--- src/rtl/usb_ep_pkg.sv ---
`timescale 1ns/1ps
package usb_ep_pkg;
  localparam int MODE_W = 4;

  typedef enum logic [1:0] {PID_NONE = 2'd0, PID_SETUP = 2'd1, PID_IN = 2'd2, PID_OUT = 2'd3} pid_e;
  typedef enum logic [1:0] {HS_NONE = 2'd0, HS_ACK = 2'd1, HS_NAK = 2'd2, HS_STALL = 2'd3} hs_e;

  localparam logic [MODE_W-1:0] M_DIS       = 4'b0000;
  localparam logic [MODE_W-1:0] M_NAK_ALL   = 4'b0001;
  localparam logic [MODE_W-1:0] M_STAT_OUT  = 4'b0010;
  localparam logic [MODE_W-1:0] M_STALL_ALL = 4'b0011;
  localparam logic [MODE_W-1:0] M_SETUP     = 4'b1011;
  localparam logic [MODE_W-1:0] M_OUT_NAK   = 4'b1000;
  localparam logic [MODE_W-1:0] M_OUT_ACK   = 4'b1001;
  localparam logic [MODE_W-1:0] M_IN_NAK    = 4'b1100;
  localparam logic [MODE_W-1:0] M_IN_ACK    = 4'b1101;
  localparam logic [MODE_W-1:0] M_STAT_IN   = 4'b1110;

  typedef struct packed {
    logic accept;
    hs_e  hs;
    logic tx;
    logic zlp;
  } resp_t;

  function automatic logic [MODE_W-1:0] follow_on(logic [MODE_W-1:0] m, pid_e p);
    if (p == PID_SETUP) return M_NAK_ALL;
    case (m)
      M_OUT_ACK:             return M_OUT_NAK;
      M_IN_ACK:              return M_IN_NAK;
      M_STAT_OUT, M_STAT_IN: return M_NAK_ALL;
      default:               return m;
    endcase
  endfunction
endpackage

--- src/rtl/ep_resp_decode.sv ---
`timescale 1ns/1ps
module ep_resp_decode
  import usb_ep_pkg::*;
#(
  parameter int CNT_W   = 4,
  parameter int MAX_CNT = 10,
  parameter int ZLP_CNT = 2
) (
  input  logic [MODE_W-1:0] mode_i,
  input  pid_e              pid_i,
  input  logic              data_ph_i,
  input  logic [CNT_W-1:0]  dcnt_i,
  input  logic              derr_i,
  input  logic              dtog_i,
  output resp_t             resp_o
);
  localparam logic [CNT_W-1:0] MAX_C = CNT_W'(MAX_CNT);
  localparam logic [CNT_W-1:0] ZLP_C = CNT_W'(ZLP_CNT);

  logic dok, stat_ok, ctl_ep, out_ep, in_ep;

  always_comb begin
    dok     = !derr_i && (dcnt_i <= MAX_C);
    stat_ok = (dcnt_i == ZLP_C) && dtog_i;
    ctl_ep  = (mode_i == M_NAK_ALL) || (mode_i == M_STAT_OUT) || (mode_i == M_STALL_ALL) ||
              (mode_i == M_SETUP) || (mode_i == M_STAT_IN);
    out_ep  = (mode_i == M_OUT_NAK) || (mode_i == M_OUT_ACK);
    in_ep   = (mode_i == M_IN_NAK) || (mode_i == M_IN_ACK);
    resp_o  = '0;
    case (pid_i)
      PID_SETUP: if (ctl_ep) begin
        if (!data_ph_i) resp_o.accept = 1'b1;
        else if (dok) begin
          resp_o.accept = 1'b1;
          resp_o.hs     = HS_ACK;
        end
      end
      PID_OUT: if (ctl_ep || out_ep) begin
        if (!data_ph_i) resp_o.accept = 1'b1;
        else if (dok) begin
          resp_o.accept = 1'b1;
          case (mode_i)
            M_OUT_ACK:              resp_o.hs = HS_ACK;
            M_STAT_OUT:             resp_o.hs = stat_ok ? HS_ACK : HS_STALL;
            M_STALL_ALL, M_STAT_IN: resp_o.hs = HS_STALL;
            default:                resp_o.hs = HS_NAK;
          endcase
        end
      end
      PID_IN: if (ctl_ep || in_ep) begin
        resp_o.accept = 1'b1;
        case (mode_i)
          M_IN_ACK:                resp_o.tx = 1'b1;
          M_STAT_IN: begin
            resp_o.tx  = 1'b1;
            resp_o.zlp = 1'b1;
          end
          M_STAT_OUT, M_STALL_ALL: resp_o.hs = HS_STALL;
          default:                 resp_o.hs = HS_NAK;
        endcase
      end
      default: resp_o = '0;
    endcase
  end
endmodule

--- src/rtl/ep_xact_seq.sv ---
`timescale 1ns/1ps
module ep_xact_seq
  import usb_ep_pkg::*;
(
  input  logic  clk_i,
  input  logic  rst_ni,
  input  logic  tok_valid_i,
  input  pid_e  tok_pid_i,
  input  logic  data_done_i,
  input  logic  host_ack_i,
  input  logic  host_timeout_i,
  input  logic  buf_corrupt_i,
  input  resp_t resp_i,
  output pid_e  dec_pid_o,
  output logic  dec_data_ph_o,
  output logic  busy_o,
  output logic  done_o,
  output logic  done_ack_o,
  output logic  setup_start_o,
  output logic  hs_valid_o,
  output hs_e   hs_sel_o,
  output logic  tx_en_o,
  output logic  tx_zlp_o,
  output logic  irq_o
);
  typedef enum logic [1:0] {S_IDLE, S_DATA, S_INWAIT} state_e;

  state_e state_q, state_d;
  pid_e   pid_q;
  hs_e    hs_d;
  logic   tx_d, zlp_d;

  assign dec_pid_o     = tok_valid_i ? tok_pid_i : pid_q;
  assign dec_data_ph_o = !tok_valid_i && (state_q == S_DATA);
  assign busy_o        = (state_q != S_IDLE);

  always_comb begin
    state_d       = state_q;
    done_o        = 1'b0;
    done_ack_o    = 1'b0;
    setup_start_o = 1'b0;
    hs_d          = HS_NONE;
    tx_d          = 1'b0;
    zlp_d         = 1'b0;
    if (tok_valid_i) begin
      // a new token always restarts the sequence
      state_d = S_IDLE;
      if (resp_i.accept) begin
        case (tok_pid_i)
          PID_SETUP: begin
            state_d       = S_DATA;
            setup_start_o = 1'b1;
          end
          PID_OUT: state_d = S_DATA;
          PID_IN: begin
            if (resp_i.tx) begin
              state_d = S_INWAIT;
              tx_d    = 1'b1;
              zlp_d   = resp_i.zlp;
            end else begin
              hs_d   = resp_i.hs;
              done_o = 1'b1;
            end
          end
          default: state_d = S_IDLE;
        endcase
      end
    end else begin
      case (state_q)
        S_DATA: if (data_done_i) begin
          state_d = S_IDLE;
          if (resp_i.accept) begin
            hs_d       = resp_i.hs;
            done_o     = 1'b1;
            done_ack_o = (resp_i.hs == HS_ACK);
          end
        end
        S_INWAIT: begin
          if (host_ack_i) begin
            state_d    = S_IDLE;
            done_o     = 1'b1;
            done_ack_o = 1'b1;
          end else if (host_timeout_i) begin
            state_d = S_IDLE;
          end
        end
        default: state_d = S_IDLE;
      endcase
    end
  end

  always_ff @(posedge clk_i or negedge rst_ni) begin
    if (!rst_ni) begin
      state_q    <= S_IDLE;
      pid_q      <= PID_NONE;
      hs_valid_o <= 1'b0;
      hs_sel_o   <= HS_NONE;
      tx_en_o    <= 1'b0;
      tx_zlp_o   <= 1'b0;
      irq_o      <= 1'b0;
    end else begin
      state_q    <= state_d;
      if (tok_valid_i) pid_q <= tok_pid_i;
      hs_valid_o <= (hs_d != HS_NONE);
      hs_sel_o   <= hs_d;
      tx_en_o    <= tx_d;
      tx_zlp_o   <= zlp_d;
      irq_o      <= done_o || buf_corrupt_i;
    end
  end
endmodule

--- src/rtl/ep_reg_file.sv ---
`timescale 1ns/1ps
module ep_reg_file
  import usb_ep_pkg::*;
#(
  parameter int CNT_W = 4
) (
  input  logic              clk_i,
  input  logic              rst_ni,
  input  logic              done_i,
  input  logic              ack_i,
  input  pid_e              pid_i,
  input  logic              setup_start_i,
  input  logic              busy_i,
  input  logic [CNT_W-1:0]  rx_cnt_i,
  input  logic              rx_tog_i,
  input  logic              cpu_rd_i,
  input  logic              cpu_wr_mode_i,
  input  logic [MODE_W-1:0] cpu_wmode_i,
  input  logic              cpu_wr_cnt_i,
  input  logic [CNT_W-1:0]  cpu_wcnt_i,
  input  logic              cpu_wtog_i,
  output logic [MODE_W-1:0] mode_o,
  output logic [CNT_W-1:0]  count_o,
  output logic              dval_o,
  output logic              dtog_o,
  output logic              pid_setup_o,
  output logic              pid_in_o,
  output logic              pid_out_o,
  output logic              lock_o
);
  always_ff @(posedge clk_i or negedge rst_ni) begin
    if (!rst_ni) begin
      mode_o  <= M_DIS;
      count_o <= '0;
      dval_o  <= 1'b0;
      dtog_o  <= 1'b0;
      lock_o  <= 1'b0;
    end else begin
      if (ack_i) begin
        mode_o <= follow_on(mode_o, pid_i);
        if (pid_i != PID_IN) begin
          count_o <= rx_cnt_i;
          dtog_o  <= rx_tog_i;
          dval_o  <= 1'b1;
        end
      end else if (!lock_o) begin
        if (cpu_wr_mode_i) mode_o <= cpu_wmode_i;
        if (cpu_wr_cnt_i) begin
          count_o <= cpu_wcnt_i;
          dtog_o  <= cpu_wtog_i;
          dval_o  <= 1'b0;
        end
      end
      if (ack_i) lock_o <= 1'b1;
      else if (cpu_rd_i && !busy_i) lock_o <= 1'b0;
    end
  end

  always_ff @(posedge clk_i or negedge rst_ni) begin
    if (!rst_ni) begin
      pid_setup_o <= 1'b0;
      pid_in_o    <= 1'b0;
      pid_out_o   <= 1'b0;
    end else if (setup_start_i) begin
      pid_setup_o <= 1'b1;
      pid_in_o    <= 1'b0;
      pid_out_o   <= 1'b0;
    end else if (done_i && (pid_i != PID_SETUP)) begin
      pid_setup_o <= 1'b0;
      pid_in_o    <= (pid_i == PID_IN);
      pid_out_o   <= (pid_i == PID_OUT);
    end
  end
endmodule

--- src/rtl/usb_ep_mode_ctrl.sv ---
`timescale 1ns/1ps
module usb_ep_mode_ctrl
  import usb_ep_pkg::*;
#(
  parameter int CNT_W   = 4,
  parameter int MAX_CNT = 10,
  parameter int ZLP_CNT = 2
) (
  input  logic             clk_i,
  input  logic             rst_ni,
  input  logic             tok_valid_i,
  input  logic [1:0]       tok_pid_i,
  input  logic             data_done_i,
  input  logic [CNT_W-1:0] data_cnt_i,
  input  logic             data_err_i,
  input  logic             data_tog_i,
  input  logic             host_ack_i,
  input  logic             host_timeout_i,
  input  logic             buf_corrupt_i,
  input  logic             cpu_rd_i,
  input  logic             cpu_wr_mode_i,
  input  logic [3:0]       cpu_wmode_i,
  input  logic             cpu_wr_cnt_i,
  input  logic [CNT_W-1:0] cpu_wcnt_i,
  input  logic             cpu_wtog_i,
  output logic             hs_valid_o,
  output logic [1:0]       hs_sel_o,
  output logic             tx_en_o,
  output logic             tx_zlp_o,
  output logic             irq_o,
  output logic [3:0]       mode_o,
  output logic [CNT_W-1:0] count_o,
  output logic             dval_o,
  output logic             dtog_o,
  output logic             pid_setup_o,
  output logic             pid_in_o,
  output logic             pid_out_o,
  output logic             lock_o
);
  pid_e  dec_pid;
  logic  dec_data_ph, busy, done, done_ack, setup_start;
  resp_t resp;
  hs_e   hs_sel;

  ep_resp_decode #(.CNT_W(CNT_W), .MAX_CNT(MAX_CNT), .ZLP_CNT(ZLP_CNT)) u_dec (
    .mode_i    (mode_o),
    .pid_i     (dec_pid),
    .data_ph_i (dec_data_ph),
    .dcnt_i    (data_cnt_i),
    .derr_i    (data_err_i),
    .dtog_i    (data_tog_i),
    .resp_o    (resp)
  );

  ep_xact_seq u_seq (
    .clk_i         (clk_i),
    .rst_ni        (rst_ni),
    .tok_valid_i   (tok_valid_i),
    .tok_pid_i     (pid_e'(tok_pid_i)),
    .data_done_i   (data_done_i),
    .host_ack_i    (host_ack_i),
    .host_timeout_i(host_timeout_i),
    .buf_corrupt_i (buf_corrupt_i),
    .resp_i        (resp),
    .dec_pid_o     (dec_pid),
    .dec_data_ph_o (dec_data_ph),
    .busy_o        (busy),
    .done_o        (done),
    .done_ack_o    (done_ack),
    .setup_start_o (setup_start),
    .hs_valid_o    (hs_valid_o),
    .hs_sel_o      (hs_sel),
    .tx_en_o       (tx_en_o),
    .tx_zlp_o      (tx_zlp_o),
    .irq_o         (irq_o)
  );

  assign hs_sel_o = hs_sel;

  ep_reg_file #(.CNT_W(CNT_W)) u_regs (
    .clk_i         (clk_i),
    .rst_ni        (rst_ni),
    .done_i        (done),
    .ack_i         (done_ack),
    .pid_i         (dec_pid),
    .setup_start_i (setup_start),
    .busy_i        (busy),
    .rx_cnt_i      (data_cnt_i),
    .rx_tog_i      (data_tog_i),
    .cpu_rd_i      (cpu_rd_i),
    .cpu_wr_mode_i (cpu_wr_mode_i),
    .cpu_wmode_i   (cpu_wmode_i),
    .cpu_wr_cnt_i  (cpu_wr_cnt_i),
    .cpu_wcnt_i    (cpu_wcnt_i),
    .cpu_wtog_i    (cpu_wtog_i),
    .mode_o        (mode_o),
    .count_o       (count_o),
    .dval_o        (dval_o),
    .dtog_o        (dtog_o),
    .pid_setup_o   (pid_setup_o),
    .pid_in_o      (pid_in_o),
    .pid_out_o     (pid_out_o),
    .lock_o        (lock_o)
  );
endmodule

--- config.mk ---
export PLATFORM = sky130hd
export DESIGN_NAME = usb_ep_mode_ctrl
export DESIGN_NICKNAME = d
export VERILOG_FILES = /design/src/rtl/usb_ep_pkg.sv /design/src/rtl/ep_resp_decode.sv /design/src/rtl/ep_xact_seq.sv /design/src/rtl/ep_reg_file.sv /design/src/rtl/usb_ep_mode_ctrl.sv
export SDC_FILE = /design/constraint.sdc
export NUM_CORES = 1
export LEC_CHECK = 0
export BUFFER_PORTS_ARGS = -buffer_cell sky130_fd_sc_hd__buf_2
export CAP_MARGIN = 20
export CORE_ASPECT_RATIO = 2
export CORE_MARGIN = 1.5
export CORE_UTILIZATION = 46
export CTS_CLUSTER_SIZE = 40
export DETAILED_ROUTE_END_ITERATION = 6
export GPL_ROUTABILITY_DRIVEN = 0
export PLACE_DENSITY = 0.75
export REMOVE_ABC_BUFFERS = 1
export SYNTH_ARGS = -nofsm -noshare
export SYNTH_HDL_FRONTEND = slang
export SYNTH_SLANG_ARGS = --single-unit
export TNS_END_PERCENT = 10
--- constraint.sdc ---
create_clock -name clk_i -period 2 [get_ports clk_i]
set_input_delay 0.1 -clock clk_i [delete_from_list [all_inputs] [get_ports clk_i]]
set_output_delay 0.1 -clock clk_i [all_outputs]
set_load 0.01 [all_outputs]
==> flow_summary.toml, run 1 <==
[drt]
avgViaCountPerCell = 5.63
finalWirelength_mm = 4.15
vias = 1531
wl_per_cell_um = 15.3
drc = 0
drt_iter0_drc = 45
ant_nets = 0
drt_first_pass_iters = 4

[worst_setup_path]
worstPathRequired_ps = 2150
critPathKind = "register to register"
critPathLaunchType = "register"
reg2reg_from = "u_seq.state_q[0]"
crit_start = "u_seq.state_q[0]"
crit_arrival_ps = 2400
cp-end-kind = "register"
path_max_fanout = 5

[cells_and_area]
multi_input_area_um2 = 971
regArea_um2 = 601
n_antenna_cell = 0
drive_gt1_share_pct = 46.9
fin_nets = 272
fin_area_um2 = 2170
areaGrowthSynthToFinish_pct = 38.6
fin_util_pct = 67.9
fillers = 264

[clocking]
cts_made_buffers = 3
cts_tree = "done"
cts_max_level = 1
cts_root_buf = "clkbuf_8"
clk_pin_slew_ps = 90
clockBufferDepth = 2
clock-sinks = 24
insertion_delay_ps = 270

[placed_design]
placed_cell_area_um2 = 1990
place_ws_ps = -346
hpwl_mm = 3.18
io_buffers = 46

[global_routing]
grt_pass1_vias = 1591
grt_max_degree = 25
gr-usage-all-layers_pct = 23.6
grt_antenna_before_repair = 0
grt_pass1_wl_mm = 6.74
overflow = 0

[timing]
layout_setup_ws_ps = -245
setup_viol = 12
clock_skew_ps = 2.14
period_needed_ps = 2240
setup_tns_ps = -1870
period_share_pct = 112
worst_pin_slew_ps = 539
grt_setup_unrepaired = "yes"
drv_slew = 0
fmax_ghz = 0.445
slew_headroom_pct = 64.1
hold_viol = 0

[floorplan]
std_cell_rows = 29
fp.dieW_um = 44.2
ios = 47
die_h_um = 85.5
start_util_pct = 49.0
placeableCoreArea_um2 = 3190
dieArea_um2 = 3780

[synthesis]
yosysWarnings = 0
synth_cells = 167
ys_seq_area_share_pct = 38.4
ys_seq_elements = 24
syn_area_per_cell_um2 = 9.37
synthesis.area_um2 = 1560
synth_cell_type_count = 53

[pwr]
p_leak_nw = 1.09
p_per_area_nw_per_um2 = 578
ir_drop_mv = 0.474

[outcome]
violations = "setup timing"
status = "complete, but fails checks"

[hold_path]
hold_start = "buf_corrupt_i"
hp-class = "input port to register"

[run]
cap_viol_max_count = 0
-- flip-flops by register name, indices dropped and copies added (netlist names) --
signal / flops
u_regs.dtog_o: 1
u_seq.hs_sel_o: 2
u_seq.tx_en_o: 1
u_seq.pid_q: 2
u_regs.pid_in_o: 1
u_seq.tx_zlp_o: 1
u_regs.lock_o: 1
u_regs.dval_o: 1
u_regs.pid_out_o: 1
u_regs.pid_setup_o: 1
u_seq.irq_o: 1
u_seq.hs_valid_o: 1
u_seq.state_q: 2
u_regs.mode_o: 4
u_regs.count_o: 4
-- cell usage after synthesis, drive strengths merged --
master   count  area, µm²
a211o        1       8.76
a211oi       6       45.0
a21boi       1       7.51
a21o         2       15.0
a21oi        9       45.0
a221o        1       10.0
a22o         4       36.3
a22oi        2       28.8
a2bb2oi      2       23.8
a31oi        3       18.8
a32o         1       11.3
and2         4       26.3
and2b        3       25.0
and3         3       26.3
and4bb       1       12.5
buf          6       53.8
dfrtp       24        601
ha           3       37.5
inv         12       45.0
mux2i        4       40.0
nand2       12       47.6
nand2b       5       31.3
nand3        2       10.0
nand3b       2       15.0
nand4b       1       8.76
nor2        11       41.3
nor2b        5       31.3
nor3        13       65.1
nor3b        3       38.8
o2111ai      1       8.76
o21a         1       7.51
o21ai        6       41.3
o221a        1       11.3
o22ai        5       31.3
o311ai       1       8.76
o31a         1       8.76
o31ai        1       12.5
or2          2       12.5
or3          1       6.26
xor2         1       8.76
-- logic make-up (layout without fill, tap and decap cells) --
group | Yosys count | after routing | synth area share [%]
AOI/OAI and AO/OA | 49 | 49 | 24.3
DFF | 24 | 24 | 38.4
buffers and inverters | 18 | 92 | 6.32
muxes | 4 | 4 | 2.56
adders and majority gates | 3 | 3 | 2.40
xor gates and xnor gates | 1 | 1 | 0.560
and+or+nand+nor | 68 | 68 | 25.4
-- final timing paths --
| kind | to | cells past startpoint | slack, ps |
|---|---|---|---|
| worst min register to register | u_regs.pid_setup_o | 2 | 530 |
| worst max-delay path | u_regs.count_o[1] | 8 | -240 |
| min in group asynchronous | u_regs.count_o[2] | 2 | 330 |
| worst max register to register | u_regs.count_o[1] | 8 | -240 |
| worst min-delay path | u_seq.irq_o | 2 | 10 |
| max in group asynchronous | u_regs.pid_in_o | 2 | 1310 |
-- final cells by class --
cell class | count | share of cell area [%]
Multi-Input combinational cell | 125 | 44.8
Sequential cell | 24 | 27.7
Timing Repair Buffer | 76 | 21.1
Inverter | 12 | 2.08
Tap cell | 31 | 1.79
Clock buffer | 4 | 2.54
-- cell usage in the layout, fill, tap and decap left out, types with 2 or more instances in the layout --
cell type	instances
mux2i_1	2
ha_1	2
nor3_1	9
a21oi_1	9
nand2_1	11
nor2_1	11
and2_1	2
buf_2	46
a31oi_1	3
clkbuf_8	4
nand3_1	2
o22ai_1	5
and2b_2	2
inv_1	11
mux2i_4	2
o21ai_0	4
a22o_1	3
buf_4	29
nor2b_1	4
nor3_2	4
a211oi_2	5
nand2b_1	5
nand3b_1	2
and3_4	2
a21o_1	2
dfrtp_1	24
-- timing repair --
item / in CTS / in global routing
setup buffers: 0 / 1
resized for setup: 7 / 15
pin swaps: 1 / 6
hold buffers: 1 / 0
hold endpoints to repair: 24 / 0
endpoints found under the setup margin: 14 / 16
-- report_power, final --
group / leakage [nW] / internal, W / switching [W]
Sequential: 0.303 / 0.000525 / 0.0000328
Clock: 0.0288 / 0.000176 / 0.000164
Combinational: 0.756 / 0.000168 / 0.000187
-- layer usage --
layer | up-vias | wire (µm) | global-route usage, %
li1 | 758 | - | -
met1 | 716 | 1520 | 24.0
met2 | 40 | 2360 | 44.5
met3 | 17 | 94 | 2.13
met4 | 0 | 177 | 11.8
met5 | - | 0 | 0
-- worst max-delay path: stages, from the launching register on --
cell      delay, ps
dfrtp_1         420
ha_4            170
and2b_1         160
nor3b_4         160
and3_4          170
a32o_2          250
a22oi_4         250
mux2i_4         400
a211oi_2        130
-- metrics by stage --
| step | hold WS (ps) | total power (W) | cells |
|---|---|---|---|
| 3_3_place_gp | 104 | 0.000893 | 266 |
| 4_1_cts | 15.0 | 0.00124 | 271 |
| 2_1_floorplan | -196 | 0.000730 | 161 |
| 3_5_place_dp | 112 | 0.000897 | 266 |
| 5_1_grt | 14.4 | 0.00131 | 272 |
| 6_report | 12.4 | 0.00125 | 272 |
Power figures use the tool's default switching activity.
==> run 2: changes to the inputs <==
CORE_ASPECT_RATIO = 1.2   (was 2)
==> run 2 against run 1 <==
  * The flow still finishes with violations (setup timing)
  * Largest power group unchanged
  * Non-clock buffer count up 5
  * Core utilization rose by 0.28 points
  * First-iteration DRC count grew 76%
  * Critical endpoint unchanged
  * Cell area is 3.2% higher
  * Clock skew up 1.9 ps
==> flow_summary.toml, run 2 (same netlist as run 1, synthesis figures left out) <==
[outcome]
status = "complete, but fails checks"
violations = "setup timing"

[pwr]
ir_drop_mv = 0.457
power.total_w = 0.00126
p_leak_nw = 1.12
p_per_area_nw_per_um2 = 563

[clocking]
cts_tree = "done"
cts_made_buffers = 3
cts_root_buf = "clkbuf_8"
clk_pin_slew_ps = 90
insertion_delay_ps = 270
clockBufferDepth = 2
clock-sinks = 24
cts_max_level = 1

[placed_design]
dp.cells = 275
place_ws_ps = -319
io_buffers = 46
hpwl_mm = 3.13

[drt]
top_layer = "met4"
drt_iter0_drc = 79
vias = 1576
wl_per_cell_um = 15.0
avgViaCountPerCell = 5.57
wl_met2_mm = 2.16
finalWirelength_mm = 4.24
met1_length_mm = 1.78
ant_nets = 0
drc = 0
dr_wl_met3_um = 196
drt_first_pass_iters = 4

[worst_setup_path]
cpMaxStageDelayCell = "dfrtp_1"
worstRegToRegCells = 7
slowest_delay_ps = 490
regToRegEndpoint = "u_regs.count_o[1]"
critPathKind = "register to register"
critPathTopFamily = "compound AO/OA/AOI/OAI gates"
critPathLaunchType = "register"
crit_chain = "nand4b_1 > a21oi_1 > o311ai_2 > and3_4 > a22oi_4 > mux2i_4 > a211oi_2"
cp-end-kind = "register"
crit_arrival_ps = 2400
crit_buf_inv = 0
worstPathRequired_ps = 2140
reg2reg_slack_ps = -260
path_max_fanout = 9
reg2reg_from = "u_regs.mode_o[0]"

[cells_and_area]
reg_top3 = "u_regs.count_o (4), u_regs.mode_o (4)"
fillers = 251
drive_gt1_share_pct = 50.4
final_cells = 283
layout_common_cells = "buf_2 (46), buf_4 (33), dfrtp_1 (24), nor3_1 (12), nand2_1 (11)"
layout_commonest_cell = "buf_2"
areaGrowthSynthToFinish_pct = 43.0
fin_nets = 277
multi_input_area_um2 = 988
n_antenna_cell = 0
regArea_um2 = 601

[run]
cap_viol_max_count = 0

[timing]
slew_headroom_pct = 63.8
hold_slack_ps = 11.5
clock_skew_ps = 4.04
grt_setup_unrepaired = "yes"
worst_pin_slew_ps = 543
period_share_pct = 113
period_needed_ps = 2260
fmax_ghz = 0.443
hold_viol = 0
setup_tns_ps = -2010
setup_viol = 11
layout_setup_ws_ps = -255
drv_slew = 0

[floorplan]
fp.dieW_um = 56.2
die_h_um = 66.9
start_util_pct = 47.7
dieArea_um2 = 3760
ios = 47
placeableCoreArea_um2 = 3280
std_cell_rows = 23

[hold_path]
min_delay_worst_endpoint = "u_seq.irq_o"
hold_start = "buf_corrupt_i"
hp-class = "input port to register"
hold_depth = 2

[global_routing]
grt_pass1_wl_mm = 6.89
grt_antenna_before_repair = 0
grt_max_degree = 25
overflow = 0
gr-usage-all-layers_pct = 23.6
grt_pass1_vias = 1524
==> run 2: report_power, final <==
part | internal (W) | leakage, nW | switching [W]
logic | 0.000176 | 0.784 | 0.000190
clock network | 0.000176 | 0.0288 | 0.000158
registers | 0.000525 | 0.303 | 0.0000346
total | 0.000877 | 1.12 | 0.000382
==> run 2: area by class of cell <==
type | instances | area share (%)
sequential | 24 | 26.8
tap | 37 | 2.07
clock buffer | 4 | 2.46
timing repair buffer | 81 | 22.3
inverter | 12 | 2.13
multi-input combinational | 125 | 44.2
==> run 2: how the worst max path moves through the flow <==
stage                     start                 to  slack [ps]  cells after the start
6_report       u_regs.mode_o[0]  u_regs.count_o[1]        -260                      7
5_1_grt        u_seq.state_q[1]  u_regs.count_o[3]        -330                      9
4_1_cts        u_seq.state_q[1]  u_regs.count_o[2]        -180                      9
3_5_place_dp   u_seq.state_q[1]  u_regs.count_o[2]        -320                      9
3_3_place_gp   u_seq.state_q[0]      u_regs.dtog_o        -270                      8
2_1_floorplan  u_seq.state_q[1]  u_regs.count_o[0]        -240                      9
==> run 2: timing repair <==
action	CTS	global route
setup buffers	0	3
pin swaps	1	9
hold buffers	1	0
endpoints found under the setup margin	12	16
endpoints found under the hold margin	24	0
gates resized for setup	6	23
==> run 2: routing by layer <==
metal,up-vias,GRT usage [%]
li1,769,-
met1,732,29.1
met2,64,41.5
met3,11,2.33
met4,0,10.7
met5,-,0
==> run 2: per-stage QoR <==
step | area [µm²] | utilization [%]
after global routing | 2240 | 68.2
after detailed placement | 2020 | 61.6
final | 2240 | 68.2
after CTS | 2110 | 64.3
after global placement | 2020 | 61.6
after floorplan | 1510 | -
